--- src/rtl/slot_ctl_pkg.sv ---
package slot_ctl_pkg;

    typedef enum logic [0:0] {
        ST_EMPTY   = 1'b0,
        ST_PENDING = 1'b1
    } ins_state_e;

    localparam int          DATA_W      = 32;
    localparam int          NREG        = 4;
    localparam int          OFS_ID      = 0;
    localparam int          OFS_FLASH   = 1;
    localparam int          OFS_STAT    = 2;
    localparam int          OFS_DECODE  = 3;
    localparam int          WP_BIT      = 0;
    localparam int          INS_BIT     = 3;
    localparam logic [31:0] SLOT_ID_WORD = 32'h4103_4003;
    localparam logic [31:0] DECODE_WORD  = 32'h0000_0011;

endpackage

--- src/rtl/slot_reg_decode.sv ---
module slot_reg_decode
    import slot_ctl_pkg::*;
#(
    parameter int ADDR_W = 6
) (
    input  logic              clk,
    input  logic              rst_n,
    input  logic              bus_sel,
    input  logic              bus_wr,
    input  logic [ADDR_W-1:0] bus_addr,
    input  logic              wbit_ins,
    output logic [NREG-1:0]   rd_hit,
    output logic              clr_stb
);

    logic rd_cycle;
    logic wr_cycle;

    assign rd_cycle = bus_sel && !bus_wr;
    assign wr_cycle = bus_sel &&  bus_wr;

    for (genvar g = 0; g < NREG; g++) begin : g_hit
        assign rd_hit[g] = rd_cycle && (bus_addr == ADDR_W'(g));
    end

    assign clr_stb = wr_cycle && (bus_addr == ADDR_W'(OFS_STAT)) && wbit_ins;

    AST_HIT_ONEHOT: assert property (@(posedge clk) disable iff (!rst_n)
        $onehot0(rd_hit));

    AST_NO_HIT_ON_WRITE: assert property (@(posedge clk) disable iff (!rst_n)
        bus_wr |-> (rd_hit == '0));

    AST_CLR_ONLY_ON_WRITE: assert property (@(posedge clk) disable iff (!rst_n)
        clr_stb |-> (bus_sel && bus_wr));

endmodule

--- src/rtl/slot_insert_fsm.sv ---
module slot_insert_fsm
    import slot_ctl_pkg::*;
(
    input  logic clk,
    input  logic rst_n,
    input  logic ins_lvl,
    input  logic clr_stb,
    output logic pend
);

    ins_state_e state_q;
    ins_state_e state_d;

    always_ff @(posedge clk or negedge rst_n) begin
        if (!rst_n) begin
            state_q <= ST_EMPTY;
        end else begin
            state_q <= state_d;
        end
    end

    always_comb begin
        state_d = state_q;
        unique case (state_q)
            ST_EMPTY: begin
                if (ins_lvl) begin
                    state_d = ST_PENDING;            // ARM
                end
            end
            ST_PENDING: begin
                if (clr_stb && !ins_lvl) begin
                    state_d = ST_EMPTY;              // ACK
                end
            end
            default: state_d = ST_EMPTY;
        endcase
    end

    always_comb begin
        pend = (state_q == ST_PENDING);
    end

    AST_ARM_ON_INSERT: assert property (@(posedge clk) disable iff (!rst_n)
        ins_lvl |=> pend);

    AST_HOLD_PENDING: assert property (@(posedge clk) disable iff (!rst_n)
        (pend && !clr_stb) |=> pend);

    AST_ACK_CLEARS: assert property (@(posedge clk) disable iff (!rst_n)
        (clr_stb && !ins_lvl) |=> !pend);

    AST_SET_WINS: assert property (@(posedge clk) disable iff (!rst_n)
        (clr_stb && ins_lvl) |=> pend);

    AST_NO_SPURIOUS_ARM: assert property (@(posedge clk) disable iff (!rst_n)
        (!pend && !ins_lvl) |=> !pend);

endmodule

--- src/rtl/slot_rd_mux.sv ---
module slot_rd_mux
    import slot_ctl_pkg::*;
(
    input  logic [NREG-1:0]   rd_hit,
    input  logic              wp_lvl,
    input  logic              pend,
    output logic [DATA_W-1:0] rdata
);

    always_comb begin
        rdata = '0;
        if (rd_hit[OFS_ID]) begin
            rdata = SLOT_ID_WORD;
        end
        if (rd_hit[OFS_FLASH]) begin
            rdata = '0;
        end
        if (rd_hit[OFS_STAT]) begin
            rdata[WP_BIT]  = wp_lvl;
            rdata[INS_BIT] = pend;
        end
        if (rd_hit[OFS_DECODE]) begin
            rdata = DECODE_WORD;
        end
    end

endmodule

--- src/rtl/slot_card_status.sv ---
module slot_card_status
    import slot_ctl_pkg::*;
#(
    parameter int ADDR_W = 6
) (
    input  logic              clk,
    input  logic              rst_n,
    input  logic              bus_sel,
    input  logic              bus_wr,
    input  logic [ADDR_W-1:0] bus_addr,
    input  logic [31:0]       bus_wdata,
    output logic [31:0]       bus_rdata,
    input  logic              wp_in,
    input  logic              ins_in,
    output logic              slot_irq
);

    logic [NREG-1:0] rd_hit;
    logic            clr_stb;
    logic            pend;
    logic            unused_wdata;

    assign unused_wdata = ^{bus_wdata[31:INS_BIT+1], bus_wdata[INS_BIT-1:0]};

    slot_reg_decode #(
        .ADDR_W (ADDR_W)
    ) u_decode (
        .clk      (clk),
        .rst_n    (rst_n),
        .bus_sel  (bus_sel),
        .bus_wr   (bus_wr),
        .bus_addr (bus_addr),
        .wbit_ins (bus_wdata[INS_BIT]),
        .rd_hit   (rd_hit),
        .clr_stb  (clr_stb)
    );

    slot_insert_fsm u_fsm (
        .clk     (clk),
        .rst_n   (rst_n),
        .ins_lvl (ins_in),
        .clr_stb (clr_stb),
        .pend    (pend)
    );

    slot_rd_mux u_mux (
        .rd_hit (rd_hit),
        .wp_lvl (wp_in),
        .pend   (pend),
        .rdata  (bus_rdata)
    );

    assign slot_irq = pend;

    AST_IRQ_MATCHES_STATUS: assert property (@(posedge clk) disable iff (!rst_n)
        (bus_sel && !bus_wr && bus_addr == ADDR_W'(OFS_STAT))
            |-> (bus_rdata[INS_BIT] == slot_irq));

    AST_WP_LIVE: assert property (@(posedge clk) disable iff (!rst_n)
        (bus_sel && !bus_wr && bus_addr == ADDR_W'(OFS_STAT))
            |-> (bus_rdata[WP_BIT] == wp_in));

    AST_ID_WORD: assert property (@(posedge clk) disable iff (!rst_n)
        (bus_sel && !bus_wr && bus_addr == ADDR_W'(OFS_ID))
            |-> (bus_rdata == 32'h4103_4003));

    AST_IDLE_READS_ZERO: assert property (@(posedge clk) disable iff (!rst_n)
        (!bus_sel || bus_wr) |-> (bus_rdata == '0));

    AST_FIXED_WRITE_KEEPS_FLAG: assert property (@(posedge clk) disable iff (!rst_n)
        (bus_sel && bus_wr && bus_addr != ADDR_W'(OFS_STAT) && slot_irq)
            |=> slot_irq);

endmodule

--- config.mk ---
export PLATFORM = sky130hd
export DESIGN_NAME = slot_card_status
export DESIGN_NICKNAME = d
export VERILOG_FILES = /design/src/rtl/slot_ctl_pkg.sv /design/src/rtl/slot_reg_decode.sv /design/src/rtl/slot_insert_fsm.sv /design/src/rtl/slot_rd_mux.sv /design/src/rtl/slot_card_status.sv
export SDC_FILE = /design/constraint.sdc
export NUM_CORES = 1
export LEC_CHECK = 0
export BUFFER_PORTS_ARGS = -buffer_cell sky130_fd_sc_hd__buf_2
export CAP_MARGIN = 40
export CORE_MARGIN = 2
export CORE_UTILIZATION = 24
export CTS_CLUSTER_SIZE = 12
export DETAILED_ROUTE_END_ITERATION = 16
export GPL_TIMING_DRIVEN = 0
export PLACE_DENSITY = 0.84
export SYNTH_ARGS = -nofsm -noshare
export SYNTH_HDL_FRONTEND = slang
export SYNTH_SLANG_ARGS = --single-unit
--- constraint.sdc ---
create_clock -name clk -period 2.01 [get_ports clk]
set_clock_uncertainty 0.2 [all_clocks]
set_input_delay 0 -clock clk [delete_from_list [all_inputs] [get_ports clk]]
set_output_delay 0 -clock clk [all_outputs]
set_load 0.01 [all_outputs]
Word-level counts from Yosys, hierarchy flattened
Index checks and enable logic that the tools add are counted.

Register bits: 1. Bits in read-only memories: 0. Memories kept: 0. Bits in writable memories: 0. Latch bits: 0.

Shift operators: 0. Equality and inequality tests: 3. Reductions and logical operators: 12. Divide/modulo/power cells: 0. $mul: 0. $add $sub $neg: 0. Bitwise operators: 1. Magnitude comparators: 0. Mux-type cells: 8.

Operator list (number): $mux 31 (3); $eq 6x2->1 const B (2); $logic_and 1x1->1 (9); $eq 6x1->1 const B (1); $logic_not 6->1 (1); $mux 1 (4); $logic_not 1->1 (2); $pmux 1 s2 (1); $not 1->1 (1).

Longest topological paths before layout
Word-level depth: 7. Depth in mapped cells: 4. Mapped depth without buffers: 3.

By module
From an unflattened synthesis, not the netlist that was laid out.

Cell total of the unflattened synthesis: 48. Area, all modules: 362.8 sq um.

Modules (own cells, without submodules): slot_rd_mux (area each 257.7 sq um, cells each 35, seq. area each 0.0 sq um, instances 1); slot_reg_decode (area each 68.8 sq um, cells each 10, seq. area each 0.0 sq um, instances 1); slot_insert_fsm (area each 36.3 sq um, cells each 3, seq. area each 25.0 sq um, instances 1).

Worst setup path after synthesis
Ideal clock, no wire load.

Path type: in2out. From: in bus_addr[5]. To: out bus_rdata[14]. Stages on the path: 4. Data arrival time: 1.170 ns. Slack: 0.640 ns. Cell sequence: nor4_4 nand3b_2 nor3_1 buf_4.

Longest elaborated chain between the ends: 5. Elaborated cells between the ends (all ways): 9. Classes of those cells: eq/ne: 2; mux: 3; reduce/logical: 4.

RTL lines: start: declaration (line slot_card_status.sv:10) `input logic [ADDR_W-1:0] bus_addr,`; $logic_not 6->1 (line slot_reg_decode.sv:23) `assign rd_hit[g] = rd_cycle && (bus_addr == ADDR_W'(g));`; $logic_and 1x1->1 (line slot_reg_decode.sv:23); $mux 31 (line slot_rd_mux.sv:12) `if (rd_hit[OFS_ID]) begin`; $mux 31 (line slot_rd_mux.sv:15) `if (rd_hit[OFS_FLASH]) begin`; $mux 31 (*) (line slot_rd_mux.sv:22) `if (rd_hit[OFS_DECODE]) begin`; end: declaration (line slot_card_status.sv:12) `output logic [31:0] bus_rdata,`.

Mark *: on every way between the ends. The rest lies on a longest branch, timed or not.

Worst setup path in the final report
From: in bus_addr[5]. To: out bus_rdata[30].

Same word-level chain as after synthesis.

==> run summary <==
The total internal power came out at 0.0650 mW. The run gives 13 as the number of placement rows. The maximum fanout encountered on the critical timing path is 6, and the max capacitance violation total is 0.

In the post-synthesis netlist, the biggest area contributors are sky130_fd_sc_hd__buf_4, sky130_fd_sc_hd__dfrtp_1, sky130_fd_sc_hd__nor4_4. Among all flip-flop cells after synthesis, the most frequent one is sky130_fd_sc_hd__dfrtp_1. The worst setup path is launched from a primary input.

The height of the die was 41.5 um. The worst path in the final design needs a cycle of 1.52 ns, including I/O delays and setup. Data on the critical path arrives at its endpoint at 1.32 ns. The routed layout has 341 vias.

Setup slack on the critical path of the routed design comes to 0.492 ns. The run gives 2 as the hold buffer count at CTS. The total wire length was 652 um; the final instance area was 568 um2.

The layout net count was 135; the pin count of the biggest net entering global routing was 7. The headroom to the max-slew limit was 63.3%. VDD sags by at most 0.102 mV. Wire segments on met3 add up to 89 um in the final route. At the end of routability-driven placement, the weighted congestion stood at 0.643.

The total overflow reported by the global router was 0; the final-layout fill cell count was 142. Compared with the post-synthesis result, the final layout area differs by 68.8%. The initial utilization of the core area, before any placement, comes to 25.9%. Post-synthesis sequential area ratio: 7.43%. The most common cell in the synthesized netlist is sky130_fd_sc_hd__buf_4.

Setup repair after global routing left no endpoint under its margin. The highest metal layer used by the detailed router was met3. For the highest clock rate, the log shows 0.659 GHz. Dividing the detail-routed wire length by the instance count gives 6.27 um. The sum of met2 wire segment lengths after detailed routing came out at 369 um.

In this run the horizontal extent of the chip is 41.5 um. 77 I/O pins were placed. The signal on the critical path passes through buf_2, nor4_4, nand3b_2, nor3_1, buf_4, buf_2.

The post-synthesis cell count was 43. The antenna diode count is 0. In this run, synthesis inferred 0 flip-flops with an integrated enable.

The most common cell type on the critical path was sky130_fd_sc_hd__buf_2. The number of antenna violations at the first check in global routing is 0, and the post-synthesis register bit count is 1. The run gives 0 as the DRC violation count after routing. The worst register-to-register path ends at u_fsm.pend$_DFF_PN0_. In this run the power spent charging and discharging nets is 0.0363 mW. The logs give 3 for the detailed router's first-iteration violation count and 1720 um2 for the die area. The completed layout was analyzed and its total power is 0.101 mW.

The latest clock arrival within the worst-skew pair was 0 ns; the detailed-routing iteration count for the pre-antenna-repair pass was 2. The placed instances occupy a cell area of 548 um2. After detailed routing, the wire length on met1 is 194 um. The path class of the tightest hold or removal check is primary input to async pin.

At the pin with the least slew margin, the transition time is 0.547 ns. The post-cts resize count was 0; the static power due to leakage was 0.371 nW. Of the total power, the share spent switching nets is 35.8%. Counting both buffers and inverters, the worst setup path holds a total of 3. The final clock period utilization by the worst path is 75.5%, and the clock-pin slew reported for the worst setup and hold paths after clock tree synthesis is 0 ns. The tightest hold path in the finished design has a slack of 0.113 ns. For the worst setup path, the data required time is 1.81 ns.

The setup slack on the worst flop-to-flop path is 1.16 ns. Among cell families on the critical path, the largest total delay comes from simple AND/OR/NAND/NOR gates. The overall fraction of global-route tracks in use was 6.98%.

Number of cells on the worst reg-to-reg path: 1. Of all flip-flops after synthesis, the portion carrying an async set or reset was 100%. For the count of endpoints failing hold in the final timing report, the log shows 0. The most critical setup path has its startpoint at bus_addr[5]. The most critical setup path has its endpoint at bus_rdata[30]. The remaining number of nets flagged by the antenna check after routing was 0. The sum of negative setup slack was 0 ns. STA classifies the critical path endpoint as an output port. Cell area after technology mapping: 337 um2. The logs give 0 for the count of pins over their slew limit and 0 for the number of buffers inserted to repair setup after CTS.

The slowest stage of the critical path is the sky130_fd_sc_hd__nor3_1 cell. The flip-flop count of the largest register, all copies and words added is 1. For this design the ratio of total power to cell area is 178 nW/um2.

The number of buffers inserted by port buffering was 22. The relative contribution of the clock network to total power was 0%; the stage delay of the slowest cell on the critical path was 0.45 ns. The global-route wire length before repair is 1030 um.

Number of cells on the critical path: 6. In this run the mean area of a mapped cell was 7.83 um2. The area share of the leading cell type in the synthesized netlist works out to 62.5%. Count of warnings emitted by yosys: 0. The post-synthesis cell type count was 14. The synthesized design spends more area on one cell type than any other, namely sky130_fd_sc_hd__buf_4. The critical path is of the primary input to output port type.

OpenSTA, run right after detailed placement, puts the worst setup slack at 0.456 ns. The run gives 20.3% as the portion of total power attributed to sequential cells. The run gives 79.7% as the combinational group share of total power.

Launching point of the worst reg2reg path: u_fsm.pend$_DFF_PN0_. The number of global-route vias before repair is 272, and the per-cell via count in the routed design is 3.28. After synthesis, the most frequently instantiated cells are sky130_fd_sc_hd__buf_4, sky130_fd_sc_hd__nor2_1, sky130_fd_sc_hd__nor3_1.

Setup violations remaining at the end of the flow were counted as 0. The run finished with clean final reports. The proportion of layout cells with a drive suffix above 1 is 58.4%.

The run gives 1300 um2 as the area of the core.
## area by class of cell
cell class,count,area (um2),area share [%]
Tap cell,15,18.8,3.30
Timing Repair Buffer,24,130,22.9
Sequential cell,1,25.0,4.41
Multi-Input combinational cell,36,184,32.4
Buffer,28,210,37.0
## power groups by stage
stage | Combinational, mW | Sequential [mW] | Clock (mW)
finish | 0.0807 | 0.0206 | 0
global route | 0.0879 | 0.0206 | 0
CTS | 0.0790 | 0.0206 | 0
detailed placement | 0.0761 | 0.0206 | 0
global placement | 0.0748 | 0.0206 | 0
floorplan | 0.0585 | 0.0206 | 0
## metal layers
| metal | vias up | global-route usage, % |
|---|---|---|
| li1 | 180 | - |
| met1 | 136 | 7.31 |
| met2 | 25 | 15.3 |
| met3 | 0 | 0.435 |
| met4 | 0 | 0 |
| met5 | - | 0 |
## cell usage in the layout, fill, tap and decap left out
cell type / instances
sky130_fd_sc_hd__conb_1: 23
sky130_fd_sc_hd__nand3b_2: 1
sky130_fd_sc_hd__and4b_1: 1
sky130_fd_sc_hd__buf_4: 28
sky130_fd_sc_hd__nor3_1: 2
sky130_fd_sc_hd__nor4_4: 1
sky130_fd_sc_hd__nand3_1: 1
sky130_fd_sc_hd__nor2b_1: 1
sky130_fd_sc_hd__nand3b_1: 1
sky130_fd_sc_hd__dlygate4sd3_1: 2
sky130_fd_sc_hd__nor3b_1: 1
sky130_fd_sc_hd__nand2_1: 1
sky130_fd_sc_hd__dfrtp_1: 1
sky130_fd_sc_hd__buf_2: 22
sky130_fd_sc_hd__a21o_1: 1
sky130_fd_sc_hd__nor2_1: 2
## kinds of logic after synthesis
| logic type | Yosys count | share of synthesized area, % |
|---|---|---|
| AND/OR/NAND/NOR | 12 | 26.8 |
| other | 1 | 1.11 |
| flip-flops | 1 | 7.43 |
| buffers and inverters | 28 | 62.5 |
| AO/OA/AOI/OAI | 1 | 2.23 |
## worst min-delay path by stage
stage | startpoint | to | cells after the start
final | rst_n | u_fsm.pend$_DFF_PN0_ | 2
after global routing | rst_n | u_fsm.pend$_DFF_PN0_ | 2
after CTS | rst_n | u_fsm.pend$_DFF_PN0_ | 2
after detailed placement | rst_n | u_fsm.pend$_DFF_PN0_ | 1
after global placement | rst_n | u_fsm.pend$_DFF_PN0_ | 1
after floorplan | rst_n | u_fsm.pend$_DFF_PN0_ | 0
## stage by stage
step / util [%] / instances
after floorplan: - / 65
final: 43.7 / 104
after detailed placement: 42.1 / 102
after global routing: 43.7 / 104
after CTS: 43.7 / 104
after global placement: 42.1 / 102
Power figures use the tool's default switching activity.
